<file path="src/rtl/cnt16_pkg.sv">
package cnt16_pkg;
  localparam int CNT_W = 16;
  localparam int BUS_W = 8;
  localparam int DIV_W = 2;

  typedef enum logic [1:0] {
    ADR_LO  = 2'd0,
    ADR_HI  = 2'd1,
    ADR_CTL = 2'd2,
    ADR_FLG = 2'd3
  } adr_e;

  typedef struct packed {
    logic             wide;
    logic             rsvd;
    logic             evt_en;
    logic [DIV_W-1:0] div;
    logic             no_sync;
    logic             ext;
    logic             run;
  } ctrl_t;
endpackage

</file>
<file path="src/rtl/cnt16_src.sv">
// Count source: internal divide-by-four tick or rising edges of the external pin
module cnt16_src #(
  parameter int SYNC_STAGES = 2,
  parameter int PHASE_W     = 2
) (
  input  logic clk,
  input  logic rst_n,
  input  logic run,
  input  logic ext_sel,
  input  logic no_sync,
  input  logic ext_clk,
  output logic tick
);
  logic [SYNC_STAGES:0] chain_q, chain_d;
  logic [PHASE_W-1:0]   phase_q, phase_d;
  logic                 edge_sync, edge_fast, int_tick;

  always_comb begin
    chain_d = {chain_q[SYNC_STAGES-1:0], ext_clk};
    phase_d = (run && !ext_sel) ? phase_q + 1'b1 : '0;
  end

  always_ff @(posedge clk or negedge rst_n) begin
    if (!rst_n) begin
      chain_q <= '0;
      phase_q <= '0;
    end else begin
      chain_q <= chain_d;
      phase_q <= phase_d;
    end
  end

  assign edge_fast = chain_q[0] & ~chain_q[1];
  assign edge_sync = chain_q[SYNC_STAGES-1] & ~chain_q[SYNC_STAGES];
  assign int_tick  = (phase_q == {PHASE_W{1'b1}});
  assign tick      = run & (ext_sel ? (no_sync ? edge_fast : edge_sync) : int_tick);
endmodule

</file>
<file path="src/rtl/cnt16_prescale.sv">
// Power-of-two prescaler: one step out per 2^div ticks in
module cnt16_prescale #(
  parameter int DIV_W = 2
) (
  input  logic             clk,
  input  logic             rst_n,
  input  logic             tick,
  input  logic [DIV_W-1:0] div,
  input  logic             clr,
  output logic             step
);
  localparam int PW = (1 << DIV_W) - 1;

  logic [PW-1:0] pre_q, pre_d, lim;

  always_comb begin
    lim   = PW'((32'd1 << div) - 32'd1);
    step  = tick && (pre_q == lim);
    pre_d = pre_q;
    if (clr)       pre_d = '0;
    else if (step) pre_d = '0;
    else if (tick) pre_d = pre_q + 1'b1;
  end

  always_ff @(posedge clk or negedge rst_n) begin
    if (!rst_n) pre_q <= '0;
    else        pre_q <= pre_d;
  end
endmodule

</file>
<file path="src/rtl/cnt16_count.sv">
// Counter, high-byte holding register and sticky wrap flag
module cnt16_count #(
  parameter int CNT_W = 16,
  parameter int BUS_W = 8
) (
  input  logic             clk,
  input  logic             rst_n,
  input  logic             step,
  input  logic             evt_hit,
  input  logic             wr_lo,
  input  logic             wr_hi,
  input  logic             rd_lo,
  input  logic             wide,
  input  logic [BUS_W-1:0] wdata,
  input  logic             flag_clr,
  output logic [CNT_W-1:0] cnt_o,
  output logic [BUS_W-1:0] hold_o,
  output logic             flag_o
);
  localparam int HI_W = CNT_W - BUS_W;

  logic [CNT_W-1:0] cnt_q, cnt_d;
  logic [HI_W-1:0]  hold_q, hold_d;
  logic             flag_q, flag_d;
  logic             load, wrap;

  always_comb begin
    load = wr_lo || (wr_hi && !wide);
    wrap = step && !evt_hit && !load && (cnt_q == {CNT_W{1'b1}});

    cnt_d = cnt_q;
    if (evt_hit)          cnt_d = '0;
    else if (wr_lo)       cnt_d = {(wide ? hold_q : cnt_q[CNT_W-1:BUS_W]), wdata};
    else if (wr_hi && !wide) cnt_d[CNT_W-1:BUS_W] = wdata;
    else if (step)        cnt_d = cnt_q + 1'b1;

    hold_d = hold_q;
    if (wide && wr_hi)      hold_d = wdata;
    else if (wide && rd_lo) hold_d = cnt_q[CNT_W-1:BUS_W];

    flag_d = flag_q;
    if (wrap)          flag_d = 1'b1;
    else if (flag_clr) flag_d = 1'b0;
  end

  always_ff @(posedge clk or negedge rst_n) begin
    if (!rst_n) begin
      cnt_q  <= '0;
      hold_q <= '0;
      flag_q <= 1'b0;
    end else begin
      cnt_q  <= cnt_d;
      hold_q <= hold_d;
      flag_q <= flag_d;
    end
  end

  assign cnt_o  = cnt_q;
  assign hold_o = hold_q;
  assign flag_o = flag_q;
endmodule

</file>
<file path="src/rtl/cnt16_timer.sv">
module cnt16_timer
  import cnt16_pkg::*;
(
  input  logic             clk,
  input  logic             rst_n,
  input  logic [1:0]       addr_i,
  input  logic             wr_en_i,
  input  logic             rd_en_i,
  input  logic [BUS_W-1:0] wdata_i,
  output logic [BUS_W-1:0] rdata_o,
  input  logic             ext_clk_i,
  input  logic             evt_clr_i,
  output logic             irq_o
);
  logic [1:0]       rst_pipe;
  logic             rst_n_sync;
  ctrl_t            ctrl_q, ctrl_d;
  logic             wr_lo, wr_hi, wr_ctl, wr_flg, rd_lo;
  logic             tick, step, evt_hit, flag;
  logic [CNT_W-1:0] cnt;
  logic [BUS_W-1:0] hold;

  // reset asserted asynchronously, released on a clock edge
  always_ff @(posedge clk or negedge rst_n) begin
    if (!rst_n) rst_pipe <= '0;
    else        rst_pipe <= {rst_pipe[0], 1'b1};
  end
  assign rst_n_sync = rst_pipe[1];

  always_comb begin
    wr_lo   = wr_en_i && (addr_i == ADR_LO);
    wr_hi   = wr_en_i && (addr_i == ADR_HI);
    wr_ctl  = wr_en_i && (addr_i == ADR_CTL);
    wr_flg  = wr_en_i && (addr_i == ADR_FLG);
    rd_lo   = rd_en_i && (addr_i == ADR_LO);
    evt_hit = evt_clr_i && ctrl_q.evt_en;
    ctrl_d  = ctrl_q;
    if (wr_ctl) begin
      ctrl_d      = ctrl_t'(wdata_i);
      ctrl_d.rsvd = 1'b0;
    end
  end

  always_ff @(posedge clk or negedge rst_n_sync) begin
    if (!rst_n_sync) ctrl_q <= '0;
    else             ctrl_q <= ctrl_d;
  end

  cnt16_src #(.SYNC_STAGES(2), .PHASE_W(2)) u_src (
    .clk     (clk),
    .rst_n   (rst_n_sync),
    .run     (ctrl_q.run),
    .ext_sel (ctrl_q.ext),
    .no_sync (ctrl_q.no_sync),
    .ext_clk (ext_clk_i),
    .tick    (tick)
  );

  cnt16_prescale #(.DIV_W(DIV_W)) u_pre (
    .clk   (clk),
    .rst_n (rst_n_sync),
    .tick  (tick),
    .div   (ctrl_q.div),
    .clr   (wr_lo | wr_hi | wr_ctl),
    .step  (step)
  );

  cnt16_count #(.CNT_W(CNT_W), .BUS_W(BUS_W)) u_cnt (
    .clk      (clk),
    .rst_n    (rst_n_sync),
    .step     (step),
    .evt_hit  (evt_hit),
    .wr_lo    (wr_lo),
    .wr_hi    (wr_hi),
    .rd_lo    (rd_lo),
    .wide     (ctrl_q.wide),
    .wdata    (wdata_i),
    .flag_clr (wr_flg & ~wdata_i[0]),
    .cnt_o    (cnt),
    .hold_o   (hold),
    .flag_o   (flag)
  );

  always_comb begin
    unique case (addr_i)
      ADR_LO:  rdata_o = cnt[BUS_W-1:0];
      ADR_HI:  rdata_o = ctrl_q.wide ? hold : cnt[CNT_W-1:BUS_W];
      ADR_CTL: rdata_o = ctrl_q;
      default: rdata_o = {{(BUS_W-1){1'b0}}, flag};
    endcase
  end

  assign irq_o = flag;
endmodule

</file>
<file path="config.mk">
export PLATFORM = sky130hd
export DESIGN_NAME = cnt16_timer
export DESIGN_NICKNAME = d
export VERILOG_FILES = /design/src/rtl/cnt16_pkg.sv /design/src/rtl/cnt16_src.sv /design/src/rtl/cnt16_prescale.sv /design/src/rtl/cnt16_count.sv /design/src/rtl/cnt16_timer.sv
export SDC_FILE = /design/constraint.sdc
export NUM_CORES = 1
export LEC_CHECK = 0
export ABC_CLOCK_PERIOD_IN_PS = 2490
export BUFFER_PORTS_ARGS = -buffer_cell sky130_fd_sc_hd__buf_2
export CORE_UTILIZATION = 50
export DETAILED_ROUTE_END_ITERATION = 10
export GPL_TIMING_DRIVEN = 0
export MAX_ROUTING_LAYER = met4
export PLACE_DENSITY_LB_ADDON = 0.25
export SETUP_SLACK_MARGIN = 0.5
export SLEW_MARGIN = 5
export SYNTH_ARGS = -nofsm -noshare
export SYNTH_HDL_FRONTEND = slang
export SYNTH_SLANG_ARGS = --single-unit
</file>
<file path="constraint.sdc">
create_clock -name clk -period 2.49 [get_ports clk]
set_clock_uncertainty 0.1 [all_clocks]
set_input_delay 0.1245 -clock clk [delete_from_list [all_inputs] [get_ports clk]]
set_output_delay 0.1245 -clock clk [all_outputs]
set_load 0.02 [all_outputs]
</file>
==> flow_metrics.py, run 1 <==
metrics = {
    "finish": {
        "area_growth_pct": 27.8,
        "stdcell_area_sq_um": 3350,
        "diodes": 0,
        "nNetsFinal": 362,
        "drive_gt1_share_pct": 30.2,
        "nFillCells": 390,
    },
    "place": {
        "place_area_sq_um": 2850,
        "finalWeightedCongestion": 0.953,
        "hpwl_mm": 5.52,
        "port_buffers": 23,
    },
    "global_route": {
        "antenna_found_initial": 0,
        "grt.overflow.total": 0,
        "grt_pass1_vias": 2523,
        "grt_pass1_wl_mm": 12.7,
        "grt_max_degree": 24,
        "grt_use_total_pct": 31.5,
    },
    "routing": {
        "wl_mm": 8.23,
        "drt_iter0_markers": 366,
        "detail-route-antenna-nets": 0,
        "vias_per_cell": 6.63,
        "via_count": 2724,
        "dr.pass1.iters": 5,
        "drc_errors": 0,
        "post_drt_wl_per_cell_um": 20.0,
    },
    "synth": {
        "synth_cell_types": 56,
        "synth.avg_cell_area_sq_um": 8.91,
        "yosysTopAreaCellShare_pct": 40.1,
        "syn-num-nets": 313,
        "ys_ff_latch": 42,
        "synth_top_family_by_area": "simple AND/OR/NAND/NOR gates",
        "synth_most_common_cell": "dfrtp_1",
        "synth_seq_area_share_pct": 40.1,
        "yosys.area_share.simple_pct": 24.2,
        "synth_compound_area_share_pct": 22.1,
        "ys.flop_type": "dfrtp_1",
        "synthXorXnorAreaFrac_pct": 0.334,
        "synth_edf_count": 0,
        "yosys-top-cells-count": "42 x dfrtp_1, 35 x nand2_1, 25 x o21ai_0, 18 x a31oi_1, 13 x nor2_1",
        "yosysWarnings": 0,
        "synth_async_sr_flop_share_pct": 100,
        "syn_inst": 294,
        "syn_area_sq_um": 2620,
        "synth.area.top_cells": "dfrtp_1 40%, nand2_1 5.0%, o21ai_0 4.8%",
        "yosysTopAreaCell": "dfrtp_1",
        "synthAdderAreaFrac_pct": 1.43,
        "synth_mux_area_share_pct": 8.46,
    },
    "sta": {
        "finalSetupTns_ns": 0,
        "tightest_slew_ns": 0.848,
        "period_minus_slack_ns": 2.03,
        "hold_ws_ns": 0.0207,
        "drv_slew": 0,
        "post-route-period-util_pct": 81.5,
        "hold_viol_final": 0,
        "slew_headroom_pct": 43.2,
        "fmax_ghz": 0.493,
        "finalSetupViolations": 0,
        "rsz0062_at_grt": "true",
    },
    "setup_path": {
        "cp-start-kind": "register",
        "path_max_fanout": 6,
        "arrival_ns": 1.80,
        "crit_type": "reg2out",
        "required_ns": 2.27,
        "worstSetupEndpointType": "output pin",
    },
    "floorplan": {
        "core-area_sq_um": 4880,
        "die_y_um": 74.4,
        "row_count": 25,
        "fp.dieW_um": 74.4,
        "start_util_pct": 53.7,
        "dieArea_sq_um": 5530,
        "ios": 25,
    },
    "clock_network": {
        "clockBufferDepth": 2,
        "cts-buffers-inserted": 5,
        "cts_tree": "done",
        "cts-root-buf": "clkbuf_8",
        "clk_pin_slew_ns": 0.09,
        "worstSkewPairLatency_ns": 0.31,
        "cts.sinks": 42,
        "h-tree-depth": 2,
    },
    "flow_run": {
        "cap_violations": 0,
    },
    "power": {
        "p_leak_nw": 1.40,
        "ir_drop_mv": 0.439,
        "power_density_nw_per_um2": 828,
    },
    "min_path": {
        "hold_class": "in2reg",
    },
    "run_status": {
        "run_status": "completed",
    },
}
==> worst max-delay path, stage by stage, from the launching register on <==
cell and delay (ns):
dfrtp_1 0.41, buf_6 0.14, mux2_4 0.31, mux4_2 0.49, buf_6 0.15
==> metrics by stage <==
step / worst slack [ns] / utilization, % / power [W] / std cells
3_3_place_gp: 0.199 / 57.7 / 0.00183 / 384
4_1_cts: 0.479 / 64.2 / 0.00261 / 402
3_5_place_dp: 0.207 / 58.3 / 0.00186 / 385
5_1_grt: 0.378 / 68.6 / 0.00290 / 411
2_1_floorplan: 0.543 / - / 0.00160 / 294
6_report: 0.461 / 68.6 / 0.00277 / 411
==> where the power goes <==
part	internal (W)	leakage [nW]	switching, W
combinational	0.000463	0.813	0.000581
sequential	0.000862	0.515	0.000202
clock	0.000402	0.0683	0.000259
total	0.00173	1.40	0.00104
==> timing repair <==
item                                    4_1_cts  5_1_grt
setup buffers                                 7        9
endpoints found under the hold margin         3        0
hold buffers                                  2        0
gates resized for setup                      24       36
endpoints found under the setup margin       30       21
pin swaps                                    10       17
==> registers in the layout (all words and copies together), names as in the netlist <==
signal / cells
u_cnt.flag_o: 1
u_pre.pre_q: 3
u_cnt.cnt_o: 16
rst_pipe: 2
u_cnt.hold_o: 8
u_src.phase_q: 2
ctrl_q: 7
u_src.chain_q: 3
==> cells in the final DEF (no fill, tap or decap), types with 3 or more instances in the layout <==
cell | Yosys | routed
o22a_1 | 5 | 5
mux2_2 | 7 | 6
clkbuf_1 | 11 | 7
o21ai_0 | 25 | 23
nor3_4 | 1 | 4
nor2_1 | 13 | 12
dfrtp_1 | 42 | 36
buf_2 | 3 | 24
or3_1 | 4 | 3
a21oi_1 | 11 | 9
clkbuf_8 | 0 | 5
mux2i_1 | 12 | 12
nand4_1 | 5 | 5
nand2b_1 | 5 | 5
nor2b_1 | 4 | 4
buf_6 | 0 | 3
a31oi_1 | 18 | 17
nor3_1 | 10 | 7
nand3_1 | 8 | 7
or4_1 | 5 | 3
dfrtp_2 | 0 | 6
and3_1 | 4 | 3
o31ai_1 | 6 | 5
nand2_1 | 35 | 34
buf_4 | 0 | 16
inv_1 | 5 | 5
o22ai_1 | 7 | 7
==> logic make-up (layout without fill, tap and decap cells) <==
kind of cell	Yosys count	after routing
other	1	1
AND/OR/NAND/NOR	116	116
flip-flops	42	42
multiplexers	20	20
XOR/XNOR	1	1
AO/OA/AOI/OAI	90	90
buffers and inverters	21	71
adder cells (fa/ha/maj)	3	3
==> final cells by class <==
type | count | area, sq um | area share [%]
buffer | 16 | 83.8 | 2.51
clock buffer | 5 | 68.8 | 2.06
clock inverter | 3 | 68.8 | 2.06
inverter | 5 | 18.8 | 0.561
multi-input combinational | 231 | 1670 | 49.9
sequential | 42 | 1060 | 31.6
tap | 67 | 83.8 | 2.51
timing repair buffer | 42 | 293 | 8.75
==> worst paths after layout <==
path	from	slack, ns	cells after the start	to
setup / recovery	ctrl_q[7]	0.46	4	rdata_o[0]
hold / removal	wdata_i[5]	0.02	2	ctrl_q[5]
setup reg to reg	u_pre.pre_q[2]	0.48	6	u_cnt.cnt_o[7]
hold reg to reg	rst_pipe[1]	0.12	0	u_cnt.hold_o[0]
max in group asynchronous	rst_pipe[1]	1.69	1	u_cnt.cnt_o[5]
min in group asynchronous	rst_n	0.03	2	rst_pipe[1]
==> per-layer routing <==
layer  vias up  global-route usage (%)  wire length (um)
li1       1211                       -                 -
met3        40                    5.56               703
met2       157                    48.6              3910
met5         -                       -                 0
met4         0                    12.6               286
met1      1316                    40.9              3330
(Power assumes the default switching activity.)
==> run 2, diff against run 1 <==
- ABC_CLOCK_PERIOD_IN_PS: 2490 -> 1750
- clock period: 2.49 -> 1.75 ns (I/O delays scaled with it)
==> run 2 against run 1 <==
  * The flow now finishes with violations (setup timing)
  * Clock-buffer cell count is 2 higher
  * Sequential power is 49% higher
  * Critical endpoint is now u_cnt.cnt_o[6]
  * Cell area is 12% higher
==> flow_metrics.py, run 2 (synthesis gave the netlist of run 1 again) <==
metrics = {
    "clock_network": {
        "clockBufferDepth": 2,
        "cts-buffers-inserted": 5,
        "worstSkewPairLatency_ns": 0.29,
        "cts-root-buf": "clkbuf_8",
        "h-tree-depth": 2,
        "cts.sinks": 42,
        "cts_tree": "done",
        "clk_pin_slew_ns": 0.08,
    },
    "place": {
        "place_inst": 384,
        "port_buffers": 23,
        "finalWeightedCongestion": 0.984,
        "place_area_sq_um": 2920,
        "hpwl_mm": 5.37,
        "place_ws_ns": -0.400,
    },
    "setup_path": {
        "cpPeakStageDelay_ns": 0.43,
        "crit_slowest_cell": "or3_4",
        "worstSetupEndpointType": "register",
        "r2r-end": "u_cnt.cnt_o[6]",
        "path_cells": "or3_4 > nor3_4 > nor3_4 > buf_6 > or4_4 > a31oi_4",
        "required_ns": 1.87,
        "cpMostUsedCell": "nor3_4",
        "crit_type": "reg2reg",
        "cp-start-kind": "register",
        "r2r_slack_ns": -0.37,
        "r2r_start": "ctrl_q[4]",
        "path_max_fanout": 6,
        "r2r_cells": 6,
        "arrival_ns": 2.23,
    },
    "sta": {
        "post-route-period-util_pct": 121,
        "period_minus_slack_ns": 2.12,
        "finalSetupViolations": 30,
        "fmax_ghz": 0.472,
        "hold_viol_final": 0,
        "hold_ws_ns": 0.0151,
        "slew_headroom_pct": 45.1,
        "drv_slew": 0,
        "finalSetupTns_ns": -6.10,
        "rsz0062_at_grt": "true",
        "fin_ws_ns": -0.368,
        "tightest_slew_ns": 0.820,
    },
    "routing": {
        "via_count": 2957,
        "post_drt_wl_per_cell_um": 21.6,
        "drt_iter0_markers": 386,
        "drc_errors": 0,
        "wl_mm": 9.30,
        "detail-route-antenna-nets": 0,
        "vias_per_cell": 6.86,
        "dr.pass1.iters": 7,
    },
    "global_route": {
        "grt.overflow.total": 0,
        "grt_pass1_wl_mm": 13.6,
        "antenna_found_initial": 0,
        "grt_max_degree": 41,
        "grt_pass1_vias": 2658,
        "grt_use_total_pct": 34.5,
    },
    "finish": {
        "fin_cells": 431,
        "area_growth_pct": 43.0,
        "largest_reg_flops": 16,
        "final_cell_mix": "37 x dfrtp_1, 27 x nand2_1, 22 x buf_6, 22 x buf_4, 21 x o21ai_0",
        "nNetsFinal": 382,
        "final_common_cell": "dfrtp_1",
        "diodes": 0,
        "drive_gt1_share_pct": 40.7,
        "stdcell_area_sq_um": 3740,
    },
    "power": {
        "p_switching_w": 0.00165,
        "sequentialPowerShare_pct": 38.0,
        "p_leak_nw": 1.54,
        "power.share.switching_pct": 39.9,
        "combPwrFrac_pct": 46.4,
        "power_density_nw_per_um2": 1110,
        "p_int_w": 0.00249,
        "ir_drop_mv": 0.633,
        "pwr-share-clk_pct": 15.6,
    },
    "floorplan": {
        "core-area_sq_um": 4880,
        "start_util_pct": 53.7,
        "fp.dieW_um": 74.4,
        "dieArea_sq_um": 5530,
        "row_count": 25,
        "ios": 25,
        "die_y_um": 74.4,
    },
    "min_path": {
        "min_path_cells": 2,
        "hold_end": "ctrl_q[1]",
        "hold_class": "in2reg",
        "hold_start": "wdata_i[1]",
    },
    "run_status": {
        "run_status": "finished, violations left",
        "violations": "setup timing",
    },
    "flow_run": {
        "cap_violations": 0,
    },
}
==> run 2: changes by cell type in the layout (fill, tap and decap cells not counted), moves of 5 or more <==
cell     previous run  this run
buf_4              16        22
nand2_2             2         7
buf_2              24        16
mux2i_1            12         6
buf_6               3        22
nand2_1            34        27
==> run 2: power groups by stage <==
stage          Clock, W  Sequential [W]  Combinational [W]
2_1_floorplan         0         0.00144           0.000915
4_1_cts        0.000666         0.00153            0.00165
6_report       0.000648         0.00158            0.00192
3_3_place_gp          0         0.00152            0.00116
5_1_grt        0.000702         0.00160            0.00203
3_5_place_dp          0         0.00153            0.00117
==> run 2: per-stage QoR <==
step	utilization [%]	power [W]
after global placement	59.8	0.00268
after floorplan	-	0.00235
after global routing	76.7	0.00433
after detailed placement	59.8	0.00270
after CTS	72.4	0.00385
final	76.7	0.00415
==> run 2: timing repair <==
action / 4_1_cts / 5_1_grt
hold buffers: 5 / 0
pin swaps: 29 / 15
setup endpoints to repair: 36 / 47
cloned: 1 / 0
resized for setup: 72 / 33
endpoints found under the hold margin: 6 / 0
setup buffers: 26 / 7
==> run 2: layout make-up <==
type                       count  area [sq um]
fill                         331          1130
timing repair buffer          62           527
sequential                    42          1060
clock buffer                   7          86.3
buffer                        16           124
inverter                       5          18.8
tap                           67          83.8
clock inverter                 1          5.00
multi-input combinational    231          1840
==> run 2: worst max-delay path by stage <==
stage / cells after the start / from / slack (ns) / endpoint
floorplan: 5 / u_pre.pre_q[1] / -0.18 / u_cnt.cnt_o[2]
global placement: 6 / u_cnt.cnt_o[6] / -0.38 / u_cnt.cnt_o[11]
detailed placement: 6 / u_cnt.cnt_o[6] / -0.40 / u_cnt.cnt_o[11]
CTS: 6 / u_pre.pre_q[1] / -0.25 / u_cnt.cnt_o[6]
global route: 6 / ctrl_q[4] / -0.41 / u_cnt.cnt_o[6]
finish: 6 / ctrl_q[4] / -0.37 / u_cnt.cnt_o[6]
==> run 2: per-layer routing <==
layer	track usage (%)	up-vias	share of wire (%)
met4	16.6	0	5.6
met1	45.7	1408	39
met5	-	-	0
met3	7.72	56	11
li1	-	1261	-
met2	50.2	232	45
==> run 2: critical path, delay by kind of cell (launching register included) <==
family / cells / cell delay, ns
AND/OR/NAND/NOR: 4 / 1.24
flip-flops: 1 / 0.39
AO/OA/AOI/OAI: 1 / 0.16
buffers and inverters: 1 / 0.15
